`src/rtl/rail_cmd_sched_pkg.sv`:
```
package rail_cmd_sched_pkg;
  localparam int VAL_W   = 16;
  localparam int SEL_W   = 4;
  localparam logic [SEL_W-1:0] SEL_ALL = 4'hF;

  typedef enum logic [1:0] {
    CMD_VOUT   = 2'b00,
    CMD_SLEW   = 2'b01,
    CMD_VRESET = 2'b10,
    CMD_RSVD   = 2'b11
  } cmd_code_e;

  typedef enum logic [1:0] {
    ACK_OK      = 2'b00,
    ACK_UNAVAIL = 2'b01,
    ACK_BADSEL  = 2'b11
  } ack_e;
endpackage

```
`src/rtl/rail_cmd_decode.sv`:
```
module rail_cmd_decode
  import rail_cmd_sched_pkg::*;
#(
  parameter int NUM_RAILS = 4
) (
  input  logic                 valid_i,
  input  logic [SEL_W-1:0]     rail_i,
  input  logic [1:0]           code_i,
  output logic [NUM_RAILS-1:0] hit_o,
  output logic                 accept_o,
  output ack_e                 ack_o
);
  logic sel_ok;
  logic code_ok;

  assign sel_ok  = (rail_i == SEL_ALL) || (int'(rail_i) < NUM_RAILS);
  assign code_ok = (code_i != CMD_RSVD);

  always_comb begin
    if (!sel_ok)       ack_o = ACK_BADSEL;
    else if (!code_ok) ack_o = ACK_UNAVAIL;
    else               ack_o = ACK_OK;
  end

  assign accept_o = valid_i && sel_ok && code_ok;

  for (genvar g = 0; g < NUM_RAILS; g++) begin : g_hit
    assign hit_o[g] = accept_o && ((rail_i == SEL_ALL) || (int'(rail_i) == g));
  end
endmodule

```
`src/rtl/rail_slot.sv`:
```
module rail_slot
  import rail_cmd_sched_pkg::*;
#(
  parameter logic [VAL_W-1:0] DEF_VOUT = 16'd900,
  parameter logic [VAL_W-1:0] DEF_SLEW = 16'd10
) (
  input  logic             clk_i,
  input  logic             rst_ni,
  input  logic             accept_i,
  input  logic             exec_i,
  input  logic             hit_i,
  input  logic [1:0]       code_i,
  input  logic [VAL_W-1:0] data_i,
  output logic [VAL_W-1:0] vout_o,
  output logic [VAL_W-1:0] slew_o
);
  logic [VAL_W-1:0] vout_q, slew_q, pv_q, ps_q;
  logic             pv_vld_q, ps_vld_q;
  logic             wr_v, wr_s, commit;
  logic [VAL_W-1:0] val_v;

  assign wr_v   = hit_i && (code_i == CMD_VOUT || code_i == CMD_VRESET);
  assign wr_s   = hit_i && (code_i == CMD_SLEW);
  assign val_v  = (code_i == CMD_VRESET) ? DEF_VOUT : data_i;
  assign commit = accept_i && exec_i;

  always_ff @(posedge clk_i or negedge rst_ni) begin
    if (!rst_ni) begin
      vout_q   <= DEF_VOUT;
      slew_q   <= DEF_SLEW;
      pv_q     <= '0;
      ps_q     <= '0;
      pv_vld_q <= 1'b0;
      ps_vld_q <= 1'b0;
    end else if (commit) begin
      // own value wins over a pending one on the same field
      if (wr_v)          vout_q <= val_v;
      else if (pv_vld_q) vout_q <= pv_q;
      if (wr_s)          slew_q <= data_i;
      else if (ps_vld_q) slew_q <= ps_q;
      pv_vld_q <= 1'b0;
      ps_vld_q <= 1'b0;
    end else if (accept_i) begin
      if (wr_v) begin
        pv_q     <= val_v;
        pv_vld_q <= 1'b1;
      end
      if (wr_s) begin
        ps_q     <= data_i;
        ps_vld_q <= 1'b1;
      end
    end
  end

  assign vout_o = vout_q;
  assign slew_o = slew_q;
endmodule

```
`src/rtl/rail_cmd_sched.sv`:
```
module rail_cmd_sched
  import rail_cmd_sched_pkg::*;
#(
  parameter int NUM_RAILS = 4,
  parameter logic [15:0] DEF_VOUT_MV = 16'd900,
  parameter logic [15:0] DEF_SLEW    = 16'd10
) (
  input  logic                       clk_i,
  input  logic                       rst_ni,
  input  logic                       cmd_valid_i,
  input  logic [3:0]                 cmd_rail_i,
  input  logic [1:0]                 cmd_code_i,
  input  logic [15:0]                cmd_data_i,
  input  logic                       cmd_exec_i,
  output logic [NUM_RAILS*16-1:0]    vout_o,
  output logic [NUM_RAILS*16-1:0]    slew_o,
  output logic                       rsp_valid_o,
  output logic [1:0]                 rsp_ack_o
);
  logic [NUM_RAILS-1:0] hit;
  logic                 accept;
  ack_e                 ack_d;
  logic                 rsp_valid_q;
  logic [1:0]           rsp_ack_q;

  rail_cmd_decode #(.NUM_RAILS(NUM_RAILS)) u_decode (
    .valid_i  (cmd_valid_i),
    .rail_i   (cmd_rail_i),
    .code_i   (cmd_code_i),
    .hit_o    (hit),
    .accept_o (accept),
    .ack_o    (ack_d)
  );

  for (genvar g = 0; g < NUM_RAILS; g++) begin : g_rail
    rail_slot #(.DEF_VOUT(DEF_VOUT_MV), .DEF_SLEW(DEF_SLEW)) u_slot (
      .clk_i    (clk_i),
      .rst_ni   (rst_ni),
      .accept_i (accept),
      .exec_i   (cmd_exec_i),
      .hit_i    (hit[g]),
      .code_i   (cmd_code_i),
      .data_i   (cmd_data_i),
      .vout_o   (vout_o[g*VAL_W +: VAL_W]),
      .slew_o   (slew_o[g*VAL_W +: VAL_W])
    );
  end

  always_ff @(posedge clk_i or negedge rst_ni) begin
    if (!rst_ni) begin
      rsp_valid_q <= 1'b0;
      rsp_ack_q   <= ACK_OK;
    end else begin
      rsp_valid_q <= cmd_valid_i;
      if (cmd_valid_i) rsp_ack_q <= ack_d;
    end
  end

  assign rsp_valid_o = rsp_valid_q;
  assign rsp_ack_o   = rsp_ack_q;
endmodule

```
`config.mk`:
```
export PLATFORM = sky130hd
export DESIGN_NAME = rail_cmd_sched
export DESIGN_NICKNAME = d
export VERILOG_FILES = /design/src/rtl/rail_cmd_sched_pkg.sv /design/src/rtl/rail_cmd_decode.sv /design/src/rtl/rail_slot.sv /design/src/rtl/rail_cmd_sched.sv
export SDC_FILE = /design/constraint.sdc
export NUM_CORES = 1
export LEC_CHECK = 0
export BUFFER_PORTS_ARGS = -buffer_cell sky130_fd_sc_hd__buf_4
export CAP_MARGIN = 20
export CORE_MARGIN = 1
export CORE_UTILIZATION = 55
export DETAILED_ROUTE_END_ITERATION = 16
export PLACE_DENSITY_LB_ADDON = 0.08
export SLEW_MARGIN = 10
export SYNTH_ARGS = -nofsm -noshare
export SYNTH_HDL_FRONTEND = slang
export SYNTH_HIERARCHICAL = 1
export SYNTH_SLANG_ARGS = --single-unit
export TNS_END_PERCENT = 100
```
`constraint.sdc`:
```
create_clock -name clk_i -period 3 [get_ports clk_i]
set_clock_uncertainty 0.2 [all_clocks]
set_input_delay 0.3 -clock clk_i [delete_from_list [all_inputs] [get_ports clk_i]]
set_output_delay 0.3 -clock clk_i [all_outputs]
set_load 0.01 [all_outputs]
```
==> out/metrics.yaml, run 1 <==
outcome:
  status: "finished clean"
route:
  vias: 9907
  drt_iter0_drc: 702
  avgRoutedWirePerCell_microns: 20.4
  drcViolationCount: 0
  drtPass1Iterations: 6
  postRouteWirelength_mm: 33.7
  viasPerCell: 5.99
  detail-route-antenna-nets: 0
floorplan:
  die_area_sq_um: 24100
  start_util: 0.566
  pin_count: 157
  die_y_microns: 155
  die_width_microns: 155
  row_count: 55
  core_area_sq_um: 22800
pwr:
  comb_power_share: 0.078
  vdd_drop_max_mv: 0.442
  p_sw_frac: 0.238
  p_clk_frac: 0.432
  p_per_area_nw_per_um2: 502
  total_power_mw: 7.74
  power.switching_mw: 1.84
  p_int_mw: 5.89
  leakage_nw: 7.48
  pwr-share-seq: 0.491
clocking:
  htree_levels: 1
  post_cts_buffers: 0
  cts_root_buf: "clkbuf_16"
  cts.repair.resized: 0
  cts_made_buffers: 28
  cts_tree: "done"
  cts_sinks: 267
  clkLatencyLatePin_ns: 0.55
  clockBufferDepth: 3
  path_clk_slew_ns: 0.06
synth:
  synth-seq-area-share: 0.519
  synth-async-reset-ratio: 1.00
  ys_seq_elements: 267
  synthDistinctLibCells: 40
  synth_nets: 1202
  syn_area_sq_um: 12900
  syn_inst: 1176
  yosysWarnings: 6
  yosys_most_used_dff: "dfrtp_1"
  syn_area_per_cell_sq_um: 11.0
  synth-edff-count: 0
worst_setup_path:
  max_stage_delay_ns: 0.53
  critPathKind: "in2reg"
  critPathBufInv: 4
  end_kind: "flop"
  critPathSlowestCell: "dlygate4sd3_1"
  cp_max_fo: 26
  path_cells: "dlygate4sd3_1, buf_4, a21bo_2, a21oi_4, buf_4, and2_1, o21a_1, buf_4, mux2_2"
  critPathArrivalTime_ns: 2.72
  rrSetupSlack_ns: 1.23
  critPathMostFrequentCell: "buf_4"
  cp.required_ns: 3.24
  startpoint_type: "input pin"
  crit_family: "buffers and inverters"
place:
  place_area_sq_um: 14300
  gp_congestion: 0.770
  port_buffers: 156
  dp_hpwl_mm: 19.6
global_route:
  grt_max_degree: 78
  grt_pass1_vias: 9520
  gr-total-overflow: 0
  antenna_found_initial: 0
  grt_pass1_wl_mm: 53.4
  grt_use_total: 0.284
finish:
  stdcell_area_sq_um: 15400
  diodes: 0
  nets: 1346
  area_delta_synth_final_pct: 19.3
  layout-drive-gt1-share: 0.289
  utilization: 0.675
sta:
  slew_headroom: 0.392
  hold_viol_final: 0
  whs_ns: 0.00926
  setup-tns-final_ns: 0
  period_needed_ns: 2.48
  rsz0062_at_grt: "no"
  finalSetupViolCount: 0
  period_share: 0.827
  drv_slew: 0
  clock.fmax_ghz: 0.403
  tightest_slew_ns: 0.912
job:
  maxCapViolations: 0
min_path:
  hp-class: "in2reg"
==> per-stage QoR <==
stage | setup WS (ns) | std cells
2_1_floorplan | 0.320 | 1176
3_3_place_gp | 0.295 | 1586
3_5_place_dp | 0.266 | 1586
4_1_cts | 0.537 | 1654
5_1_grt | 0.411 | 1654
6_report | 0.519 | 1654
==> power groups by stage <==
stage               Combinational [mW]  Clock [mW]  Sequential (mW)
finish                           0.600        3.34             3.80
global placement                 0.574           0             3.86
floorplan                        0.225           0             3.86
CTS                              0.602        3.39             3.80
global route                     0.653        3.54             3.80
detailed placement               0.582           0             3.86
==> cells in the mapped netlist, types with 4 or more instances <==
| cell type | number | share of area |
|---|---|---|
| a211o_1 | 64 | 0.043 |
| a21o_1 | 4 | 0.0023 |
| a21oi_1 | 70 | 0.027 |
| a22o_1 | 48 | 0.033 |
| and2_1 | 4 | 0.0019 |
| and3_1 | 66 | 0.032 |
| and3b_1 | 8 | 0.0054 |
| buf_2 | 5 | 0.0019 |
| buf_4 | 12 | 0.0070 |
| buf_6 | 13 | 0.011 |
| buf_8 | 4 | 0.0046 |
| clkbuf_1 | 68 | 0.020 |
| dfrtp_1 | 243 | 0.47 |
| dfstp_2 | 24 | 0.049 |
| inv_1 | 16 | 0.0046 |
| mux2_2 | 78 | 0.068 |
| mux2_4 | 36 | 0.042 |
| mux2i_1 | 16 | 0.012 |
| nand2_1 | 135 | 0.039 |
| nand2b_1 | 68 | 0.033 |
| nand3_1 | 48 | 0.019 |
| nand4_1 | 65 | 0.031 |
| nand4bb_1 | 4 | 0.0035 |
| nor2_1 | 6 | 0.0017 |
| nor2b_1 | 8 | 0.0039 |
| nor3b_1 | 4 | 0.0023 |
| nor4bb_1 | 4 | 0.0031 |
| o21a_1 | 4 | 0.0023 |
| o21ai_0 | 17 | 0.0066 |
| o22ai_1 | 16 | 0.0077 |
| or2b_1 | 4 | 0.0023 |
| or3b_2 | 4 | 0.0027 |
==> state kept, by name, summed over array words and instances (netlist names) <==
register,cells
g_rail.u_slot/slew_o,64
g_rail.u_slot/pv_q,64
g_rail.u_slot/ps_vld_q,4
rsp_ack_o,2
g_rail.u_slot/ps_q,64
g_rail.u_slot/pv_vld_q,4
rsp_valid_o,1
g_rail.u_slot/vout_o,64
==> path summary, 6_finish.rpt <==
kind	cells after the start	start	endpoint
worst max-delay path	9	cmd_valid_i	g_rail[1].u_slot/vout_o[0]
worst min-delay path	3	cmd_data_i[8]	g_rail[1].u_slot/vout_o[8]
worst max register to register	3	g_rail[2].u_slot/ps_vld_q	g_rail[2].u_slot/slew_o[11]
worst min register to register	2	g_rail[1].u_slot/vout_o[7]	g_rail[1].u_slot/vout_o[7]
max in group asynchronous	3	rst_ni	g_rail[0].u_slot/vout_o[2]
min in group asynchronous	2	rst_ni	g_rail[1].u_slot/vout_o[11]
==> final cells by class <==
class / count / area, sq um
Clock buffer: 48 / 866
Clock inverter: 3 / 26.3
Fill cell: 1860 / 7440
Inverter: 16 / 60.1
Multi-Input combinational cell: 791 / 5610
Sequential cell: 267 / 6710
Tap cell: 313 / 392
Timing Repair Buffer: 216 / 1750
==> logic make-up after synthesis <==
kind of cell | synth area share
flip-flops | 0.519
AND/OR/NAND/NOR | 0.184
multiplexers | 0.122
AO/OA/AOI/OAI | 0.125
buffers and inverters | 0.0493
==> per-layer routing <==
layer,part of all wire,track usage,wire length [microns],vias up
li1,-,-,-,4531
met1,0.44,0.400,14800,4989
met2,0.48,0.459,16000,328
met3,0.054,0.0359,1810,59
met4,0.030,0.0901,1000,0
met5,0,0,0,-
==> layout by cell type, fill, tap and decap left out, types with 6 or more instances in the layout <==
cell type        n
dfrtp_1        243
buf_4          192
nand2_1        135
mux2_2          78
a21oi_1         69
nand2b_1        68
and3_1          66
nand4_1         65
a211o_1         64
nand3_1         48
a22o_1          48
mux2_4          36
clkbuf_16       28
dfstp_2         24
o21ai_0         17
dlygate4sd3_1   17
inv_1           16
o22ai_1         16
mux2i_1         16
clkbuf_1        11
clkbuf_8         9
and3b_1          8
nor2b_1          8
nor2_1           6
buf_12           6
==> timing repair <==
| action | in CTS | in global routing |
|---|---|---|
| hold buffers | 17 | 0 |
| endpoints found under the hold margin | 125 | 0 |
| endpoints found under the setup margin | 0 | 0 |
==> worst min-delay path, cell delays in order <==
cell     delay, ns
buf_4         0.21
o22ai_1       0.15
mux2i_1       0.09
No activity file was read; power rests on OpenSTA's default activity.
==> run 2: changes to the inputs <==
Settings changed: ABC_AREA set to 1, CORE_UTILIZATION 55 to 53.
Clock period 3 ns to 2.1 ns, I/O delays scaled along.
==> run 2 against run 1 <==
Against the previous run:
- sequential share of layout area decreased by 2.0 points
- wire length increased by 3.8%
- sequential cell count unchanged
- clock power increased by 57%
- via count increased by 15%
- critical endpoint is now g_rail[1].u_slot/slew_o[15]
==> out/metrics.yaml, run 2 <==
worst_setup_path:
  path_cells: "dlygate4sd3_1, dlygate4sd3_1, buf_8, dlygate4sd3_1"
  cp_max_fo: 51
  critPathSlowestCell: "dlygate4sd3_1"
  startpoint_type: "input pin"
  critPathArrivalTime_ns: 2.41
  crit_family: "buffers and inverters"
  max_stage_delay_ns: 0.72
  cp.required_ns: 2.63
  end_kind: "asynchronous set/reset pin"
  critPathBufInv: 4
  critPathMostFrequentCell: "dlygate4sd3_1"
  critPathKind: "in2async"
min_path:
  hp-class: "in2reg"
place:
  place_area_sq_um: 14900
  gp_congestion: 0.800
  port_buffers: 156
  pre_cts_ws_ns: -0.155
  dp_cells: 2131
  dp_hpwl_mm: 21.6
finish:
  nets: 1892
  final_cell_mix: "1029 x nand2_1, 243 x dfrtp_1, 197 x buf_4, 64 x nand4_1, 48 x nand3_1"
  area_delta_synth_final_pct: 24.6
  stdcell_area_sq_um: 16100
  layout_commonest_cell: "nand2_1"
  layout-drive-gt1-share: 0.202
  diodes: 0
  utilization: 0.680
  seq_area_sq_um: 6710
  multi_input_area_sq_um: 5490
  n_fill_cell: 2036
  layout.cells.non_filler: 2207
sta:
  clock.fmax_ghz: 0.531
  hold_viol_final: 0
  whs_ns: 0.146
  finalSetupViolCount: 0
  drv_slew: 0
  layout_setup_ws_ns: 0.218
  slew_headroom: 0.483
  period_share: 0.896
  rsz0062_at_grt: "no"
  tightest_slew_ns: 0.775
  period_needed_ns: 1.88
  setup-tns-final_ns: 0
clocking:
  clockBufferDepth: 3
  cts_root_buf: "clkbuf_16"
  cts_made_buffers: 29
  cts_tree: "done"
  clkLatencyLatePin_ns: 0.54
  post_cts_buffers: 0
  htree_levels: 1
  path_clk_slew_ns: 0.06
  cts_sinks: 267
floorplan:
  die_area_sq_um: 25100
  row_count: 56
  die_y_microns: 158
  core_area_sq_um: 23800
  start_util: 0.545
  die_width_microns: 158
  pin_count: 157
global_route:
  gr-total-overflow: 0
  antenna_found_initial: 0
  grt_pass1_wl_mm: 56.1
  grt_max_degree: 58
  grt_use_total: 0.286
  grt_pass1_vias: 10900
route:
  postRouteWirelength_mm: 34.9
  drt_iter0_drc: 798
  detail-route-antenna-nets: 0
  drtPass1Iterations: 7
  vias: 11400
  drcViolationCount: 0
  viasPerCell: 5.18
  avgRoutedWirePerCell_microns: 15.8
synth:
  synth-edff-count: 0
  synth-async-reset-ratio: 1.00
  syn_area_sq_um: 13000
  synthTopCellsByCount: "1029 x nand2_1, 243 x dfrtp_1, 64 x nand4_1, 48 x nand3_1, 46 x inv_1"
  synth-seq-area-share: 0.518
  yosys_most_used_dff: "dfrtp_1"
  ys_top_cells_by_area: "dfrtp_1 47%, nand2_1 30%, dfstp_2 4.9%, nand4_1 3.1%, nand3_1 1.9%"
  yosysMostFrequentCell: "nand2_1"
  syn_inst: 1661
  yosys.area.top_type: "dfrtp_1"
  synthDistinctLibCells: 21
  yosysWarnings: 6
  synth_top_area_share: 0.470
  syn_area_per_cell_sq_um: 7.80
  ys_seq_elements: 267
  synth_nets: 1687
job:
  maxCapViolations: 0
pwr:
  leakage_nw: 9.23
  p_per_area_nw_per_um2: 700
  vdd_drop_max_mv: 0.528
  total_power_mw: 11.3
outcome:
  status: "finished clean"
==> run 2: cells by family after synthesis <==
kind of cell	count (synthesis)	share of synthesized area
AND/OR/NAND/NOR	1181	0.377
flip-flops	267	0.518
buffers and inverters	138	0.0578
AO/OA/AOI/OAI	75	0.0467
==> run 2: cell type report <==
class | instances | area share
multi-input combinational | 1256 | 0.340
timing repair buffer | 250 | 0.143
tap | 319 | 0.0247
clock inverter | 9 | 0.00783
sequential | 267 | 0.416
inverter | 62 | 0.0144
clock buffer | 44 | 0.0540
==> run 2: worst paths after layout <==
kind,start,to,slack [ns],cells past startpoint
setup / recovery,rst_ni,g_rail[1].u_slot/slew_o[15],0.22,4
hold / removal,cmd_rail_i[1],g_rail[2].u_slot/pv_vld_q,0.15,6
setup reg to reg,g_rail[2].u_slot/ps_vld_q,g_rail[2].u_slot/slew_o[12],0.78,5
hold reg to reg,g_rail[0].u_slot/slew_o[3],g_rail[0].u_slot/slew_o[3],0.27,2
max in group clk_i,cmd_valid_i,g_rail[1].u_slot/ps_q[5],0.22,12
min in group asynchronous,rst_ni,g_rail[1].u_slot/slew_o[5],0.54,3
==> run 2: timing repair <==
action / 4_1_cts / 5_1_grt
hold buffers: 23 / 0
endpoints found under the hold margin: 469 / 0
setup endpoints to repair: 0 / 1
gates resized for setup: 0 / 1
==> run 2: per-layer routing <==
metal,wire [microns],track usage
met5,0,0
met4,1210,0.109
met3,2570,0.0482
met2,16100,0.460
met1,15100,0.387
==> run 2: power breakdown <==
part	internal (mW)	switching [mW]
combinational	0.244	0.550
clock	3.21	2.02
sequential	5.23	0.0394
total	8.68	2.61
==> run 2: worst register-to-register path, stage by stage (launching register included) <==
cell     delay, ns
dfrtp_1       0.36
inv_1         0.12
nand2_1       0.09
nand2_2       0.30
nand2_1       0.11
nand2_1       0.08
